===== config.mk =====
export PLATFORM = sky130hd
export DESIGN_NAME = irq_timing_regs
export DESIGN_NICKNAME = d
export VERILOG_FILES = /design/src/rtl/irq_timing_regs.sv
export SDC_FILE = /design/constraint.sdc
export NUM_CORES = 1
export LEC_CHECK = 0
export BUFFER_PORTS_ARGS = -buffer_cell sky130_fd_sc_hd__buf_4
export CORE_ASPECT_RATIO = 0.5
export CORE_MARGIN = 2
export CORE_UTILIZATION = 25
export CTS_CLUSTER_DIAMETER = 30
export CTS_CLUSTER_SIZE = 12
export DETAILED_ROUTE_END_ITERATION = 7
export HOLD_SLACK_MARGIN = 0.05
export PLACE_DENSITY = 0.48
export SYNTH_ARGS = -nofsm -noshare
export SYNTH_HDL_FRONTEND = slang
export SYNTH_SLANG_ARGS = --single-unit

===== constraint.sdc =====
create_clock -name clk -period 1.15 [get_ports clk]
set_input_delay 0.0575 -clock clk [delete_from_list [all_inputs] [get_ports clk]]
set_output_delay 0.0575 -clock clk [all_outputs]
set_load 0.05 [all_outputs]

===== src/rtl/irq_timing_regs.sv =====
module irq_timing_regs #(
  parameter int HW          = 11,
  parameter int VW          = 9,
  parameter int VB_NORMAL   = 225,
  parameter int VB_OVERSCAN = 240,
  parameter int HB_EARLY    = 2,
  parameter int HB_LATE     = 1096,
  parameter int REVISION    = 2
) (
  input  logic          clk,
  input  logic          rst_n,
  input  logic [1:0]    reg_addr,
  input  logic          wr_en,
  input  logic          rd_en,
  input  logic [7:0]    wr_data,
  output logic [7:0]    rd_data,
  input  logic [HW-1:0] hcount,
  input  logic [VW-1:0] vcount,
  input  logic          overscan,
  input  logic          nmi_evt,
  input  logic          irq_evt,
  output logic          nmi_req,
  output logic          irq_req,
  output logic          nmi_en,
  output logic          virq_en,
  output logic          hirq_en,
  output logic          autopoll_en
);
  localparam logic [VW-1:0] VB_N = VB_NORMAL[VW-1:0];
  localparam logic [VW-1:0] VB_O = VB_OVERSCAN[VW-1:0];
  localparam logic [HW-1:0] H_LO = HB_EARLY[HW-1:0];
  localparam logic [HW-1:0] H_HI = HB_LATE[HW-1:0];
  localparam logic [3:0]    REV  = REVISION[3:0];

  logic [7:0] last_bus;
  logic nmi_flag, irq_flag, nmi_evt_q, irq_evt_q;
  logic [7:0] rd_value;

  wire ctl_wr  = wr_en && reg_addr == 2'd0;
  wire rd_ok   = rd_en && !wr_en;
  wire rd_nmi  = rd_ok && reg_addr == 2'd1;
  wire rd_irq  = rd_ok && reg_addr == 2'd2;
  wire nmi_set = nmi_evt && !nmi_evt_q;
  wire irq_set = irq_evt && !irq_evt_q;
  wire irq_off = ctl_wr && !wr_data[5] && !wr_data[4];

  wire [VW-1:0] vb_line  = overscan ? VB_O : VB_N;
  wire          in_vb    = vcount >= vb_line;
  wire [VW-1:0] vb_depth = vcount - vb_line;
  wire          vb_early = in_vb && vb_depth < VW'(3);
  wire          in_hb    = hcount <= H_LO || hcount >= H_HI;

  always_comb begin
    case (reg_addr)
      2'd1:    rd_value = {nmi_flag, last_bus[6:4], REV};
      2'd2:    rd_value = {irq_flag, last_bus[6:0]};
      2'd3:    rd_value = {in_vb, in_hb, last_bus[5:1], vb_early};
      default: rd_value = last_bus;
    endcase
  end

  wire nmi_retrig = ctl_wr && !nmi_en && wr_data[7] && nmi_flag;
  wire irq_retrig = ctl_wr && wr_data[5] && !wr_data[4] && irq_flag;

  always_ff @(posedge clk) begin
    if (!rst_n) begin
      last_bus    <= '0;
      rd_data     <= '0;
      nmi_flag    <= 1'b0;
      irq_flag    <= 1'b0;
      nmi_evt_q   <= 1'b0;
      irq_evt_q   <= 1'b0;
      nmi_req     <= 1'b0;
      irq_req     <= 1'b0;
      nmi_en      <= 1'b0;
      virq_en     <= 1'b0;
      hirq_en     <= 1'b0;
      autopoll_en <= 1'b0;
    end else begin
      nmi_evt_q <= nmi_evt;
      irq_evt_q <= irq_evt;
      if (wr_en) last_bus <= wr_data;
      else if (rd_ok) begin
        last_bus <= rd_value;
        rd_data  <= rd_value;
      end
      if (ctl_wr) begin
        nmi_en      <= wr_data[7];
        virq_en     <= wr_data[5];
        hirq_en     <= wr_data[4];
        autopoll_en <= wr_data[0];
      end
      if (nmi_set)     nmi_flag <= 1'b1;
      else if (rd_nmi) nmi_flag <= 1'b0;
      if (irq_off)     irq_flag <= 1'b0;
      else if (irq_set) irq_flag <= 1'b1;
      else if (rd_irq) irq_flag <= 1'b0;
      nmi_req <= (nmi_set && nmi_en) || nmi_retrig;
      irq_req <= !irq_off && ((irq_set && (virq_en || hirq_en)) || irq_retrig);
    end
  end
endmodule


# Word level (Yosys, flattened, before mapping)
# Cells that the tools add are included.
[word_totals]
reg_bits = 26
inputBits = 37
output_inout_bits = 14
word_cells = 65
[op_classes]
add_sub_neg = 1
n_lt_le_gt_ge = 4
eq_ne = 3
muxes = 8
n_bitwise = 2
reduce_logical = 35
[ops]
columns = ["op", "n"]
rows = [
  ["$pmux 8 s3", 1],
  ["$logic_and 1x1->1", 18],
  ["$mux 8", 2],
  ["$ge 11x11->1 const B", 1],
  ["$le 11x2->1 const B", 1],
  ["$ge 9x8->1", 1],
  ["$lt 9x2->1 const B", 1],
  ["$sub 9x8->9", 1],
  ["$logic_not 1->1", 7],
  ["$reduce_bool 2->1", 3],
  ["$mux 5", 1],
  ["$eq 2x2->1 const B", 2],
  ["$logic_or 1x1->1", 4],
  ["$mux 1", 4],
  ["$eq 2x1->1 const B", 1],
  ["$logic_not 2->1", 1],
  ["$not 1->1", 2],
  ["$reduce_and 2->1", 1],
  ["$reduce_or 2->1", 1],
]

# Longest topological paths before layout
[depth]
ltp_word = 7
mapped_depth = 7

# Least setup slack after synthesis
# Ideal clock, no wire load.
[synth_timing]
path_kind = "register to register"
from = "register nmi_en"
to = "register nmi_req"
setup_time_ns = 0.115
t_arrival_ns = 1.121
required_time_ns = 1.035
setup_slack_ns = -0.086
path_stages_with_launch = 4
path_buffers = 0
period_less_slack_ns = 1.236
path_cell_list = "dfxtp_1 -> nor2b_1 -> a32o_1 -> and2_1"
[synth_between]
elab_chain_cells = 5
word_cells_on_any_way = 6
[synth_lines]
columns = ["element", "line_no", "rtl"]
rows = [
  ["start: declaration", "24", "output logic nmi_en,"],
  ["start signal: assignment", "88", "nmi_en <= wr_data[7];"],
  ["$logic_not 1->1", "62", "wire nmi_retrig = ctl_wr && !nmi_en && wr_data[7] && nmi_flag;"],
  ["$logic_and 1x1->1 (3 in series)", "62", ""],
  ["$logic_or 1x1->1 *", "98", "nmi_req <= (nmi_set && nmi_en) || nmi_retrig;"],
  ["end signal: assignment", "98", ""],
  ["end: declaration", "22", "output logic nmi_req,"],
]
# Mark *: on every way between the ends. The rest lies on a longest branch, timed or not.
# A chain may end at the register's enable or synchronous reset.

# Worst setup path after layout
[layout_timing]
from = "input nmi_evt"
to = "register nmi_req"
[layout_between]
elab_chain_cells = 3
[layout_lines]
columns = ["element", "line_no", "rtl"]
rows = [
  ["start: declaration", "20", "input logic nmi_evt,"],
  ["$logic_and 1x1->1", "43", "wire nmi_set = nmi_evt && !nmi_evt_q;"],
  ["$logic_and 1x1->1", "98", ""],
  ["$logic_or 1x1->1", "98", ""],
]
# No other way between the ends.

==> impl_metrics.csv <==
group,metric,value,unit
run_status,status,"complete, no violations",
placed_design,port_buffers,50,
synthesis,seq_area_frac_synth,0.411,
floorplanning,fp-row-count,18,
critical_path,path_cells,"dlygate4sd3_1, buf_4, nor2b_1, a32o_1, and2_1",
critical_path,worst_path_largest_cell_delay,540,ps
cts,htree_levels,1,
synthesis,syn-num-nets,181,
global_routing,antenna_found_initial,0,
critical_path,cp-end-kind,"register",
synthesis,yosysTopAreaCellShare,0.411,
timing,finalHoldViolCount,0,
timing,setup_tns,0,ps
route,first_pass_iters,4,
global_routing,grt_pass1_wl,4970,um
job,max_cap_viol_count,0,
critical_path,crit_type,"in -> reg",
synthesis,ys_ff_latch,26,
cells_and_area,area_growth,44.0,%
power_and_ir_drop,p_int,1610,uW
floorplanning,ios,51,
cells_and_area,multiInputGateArea,667,um2
floorplanning,die_y,54.3,um
critical_path,path_buf_inv,2,
timing,report.final.slew_viol_count,0,
cts,cts_buffer_depth,2,
timing,maxSlewHeadroom,0.768,
power_and_ir_drop,ir_drop,0.348,mV
cts,root_buffer,"clkbuf_8",
min_path,hold_start,"wr_data[0]",
synthesis,yosys.cell_count.top_type,"dfxtp_1",
critical_path,arrival,1200,ps
power_and_ir_drop,p_switching,513,uW
synthesis,syn_area,1260,um2
cells_and_area,drive_above_1_share,0.332,
synthesis,syn_area_per_cell,8.97,um2
cells_and_area,fin_util,0.371,
route,routedWlPerCell,11.5,um
critical_path,crit_path_max_fanout,2,
timing,rsz0062_at_grt,"no",
power_and_ir_drop,p_clk_frac,0.355,
synthesis,ys_async_sr_fraction,0,
global_routing,grt_overflow,0,
critical_path,crit_required,1320,ps
route,drc,0,
critical_path,slowest_stage,"dlygate4sd3_1",
floorplanning,die_w,105,um
synthesis,ys_types,41,
floorplanning,initial_core_util,0.258,
synthesis,dominantRegCellSynth,"dfxtp_1",
timing,period_needed,1040,ps
critical_path,rr_startpoint,"nmi_flag",
critical_path,cp-start-kind,"input port",
timing,fin_skew,8.54,ps
min_path,holdCritPathClass,"in -> reg",
route,vias,1164,
power_and_ir_drop,switching_share,0.242,
synthesis,ys_top_cells_by_count,"dfxtp_1, nor2b_1, o21ai_0",
route,route.final.wire_length,3060,um
placed_design,hpwl,2380,um
critical_path,regToRegEndpoint,"last_bus[7]",
synthesis,synth_cells,141,
power_and_ir_drop,power_leakage,0.000811,uW
route,drt_iter0_drc,43,
power_and_ir_drop,power_density,1170,nW/um2
synthesis,yosysWarnings,0,
timing,fin_crit_sh,0.900,
cells_and_area,n_fill_cell,536,
synthesis,synth_edf_count,0,
cts,cts_tree,"yes",
timing,finalSetupViolCount,0,
global_routing,grt_start_max_net_pins,22,
route,ant_nets,0,
cells_and_area,fin_nets,237,
power_and_ir_drop,power_frac_comb,0.189,
critical_path,rr_worst_depth,4,
timing,fmax,966,MHz
placed_design,place_congestion,0.708,
cells_and_area,n_antenna_cell,0,
critical_path,r2r_slack,150,ps
global_routing,grt_use_total,0.110,
cts,cts_sinks,26,
floorplanning,coreArea,4910,um2
power_and_ir_drop,seq_power_share,0.456,
route,viasPerCell,4.38,
cells_and_area,seqCellArea,522,um2
cts,clk_latency,270,ps
cts,numCtsBuffers,3,
timing,worstMarginPinSlew,339,ps
critical_path,cp_top_family,"buffers and inverters",
synthesis,yosys.area.top_type,"dfxtp_1",
synthesis,synth.top_cells.by_area,"dfxtp_1, nor2b_1, mux2i_1, o21ai_0, a21oi_1",
floorplanning,die_area,5680,um2
cts,clk_pin_slew,80,ps
min_path,min_path_cells,3,
min_path,hold_end,"last_bus[0]",
global_routing,grt_pass1_vias,1083,
[per-stage QoR]
step	power, uW	area (um2)	hold WS [ps]	worst slack (ps)	cells
6_report	2120	1820	52.3	115	266
5_1_grt	2210	1820	83.0	64.2	266
4_1_cts	2150	1820	54.3	122	266
3_5_place_dp	1390	1730	273	-116	260
3_3_place_gp	1390	1730	269	-86.7	260
2_1_floorplan	1210	1270	179	65.4	141
[worst register-to-register path, stage by stage, from the launching register on]
cell and delay, ps:
dfxtp_1 330, mux2i_1 140, o22ai_1 90, o21ai_0 210, o21ai_0 120
[cells by family after synthesis]
kind of cell,Yosys count,synth area share
xor gates and xnor gates,2,0.0139
and+or+nand+nor,49,0.231
AOI/OAI and AO/OA,38,0.197
muxes,7,0.0554
DFF,26,0.411
buffers and inverters,16,0.0613
adders and majority gates,3,0.0297
[worst max path at each step]
stage	depth (start not counted)	end	start
final	5	nmi_req	nmi_evt
after global routing	4	last_bus[7]	nmi_flag
after CTS	5	nmi_req	nmi_evt
after detailed placement	7	rd_data[0]	overscan
after global placement	7	rd_data[0]	overscan
after floorplan	6	last_bus[0]	vcount[0]
[sequential cells by signal, summed over array words and instances, names as in the netlist]
signal and cells:
last_bus 8, autopoll_en 1, virq_en 1, nmi_evt_q 1, irq_flag 1, nmi_en 1
hirq_en 1, irq_req 1, rd_data 8, nmi_flag 1, irq_evt_q 1, nmi_req 1
[per-layer routing]
metal,track usage,wire [um],part of all wire
met2,0.190,1320,0.43
met1,0.139,1550,0.51
met5,0,0,0
met4,0.0267,0,0
met3,0.0310,193,0.063
[area by class of cell]
class                   count  share of cell area
repair buffers             58               0.242
inverters                   9              0.0185
well taps                  70              0.0481
multi-input cells          99               0.366
clock inverters             1              0.0165
clock buffers               3              0.0227
flip-flops and latches     26               0.286
[power by group through the flow]
stage / clock network (uW) / logic [uW] / registers (uW)
detailed placement: 0 / 398 / 990
CTS: 778 / 406 / 969
global placement: 0 / 397 / 989
floorplan: 0 / 165 / 1050
global route: 796 / 442 / 974
finish: 754 / 401 / 968
[placed cells by master, fill, tap and decap left out, types with 2 or more instances in the layout]
cell,n
nor2_1,5
inv_1,9
dfxtp_1,25
a22oi_1,4
clkbuf_8,3
nand2b_1,2
or3_1,2
o21ai_0,10
ha_1,3
o2111ai_1,2
nand3_1,3
dlygate4sd3_1,2
a21o_1,3
a21boi_0,2
nor3_1,3
a21oi_1,8
mux2i_1,7
nand2_1,8
nor2b_1,14
buf_4,56
and2_1,3
[timing repair]
action,4_1_cts,5_1_grt
setup buffers,0,0
endpoints found under the setup margin,0,0
resized for setup,0,0
hold buffers,2,0
endpoints found under the hold margin,2,0
Power figures use the tool's default switching activity.
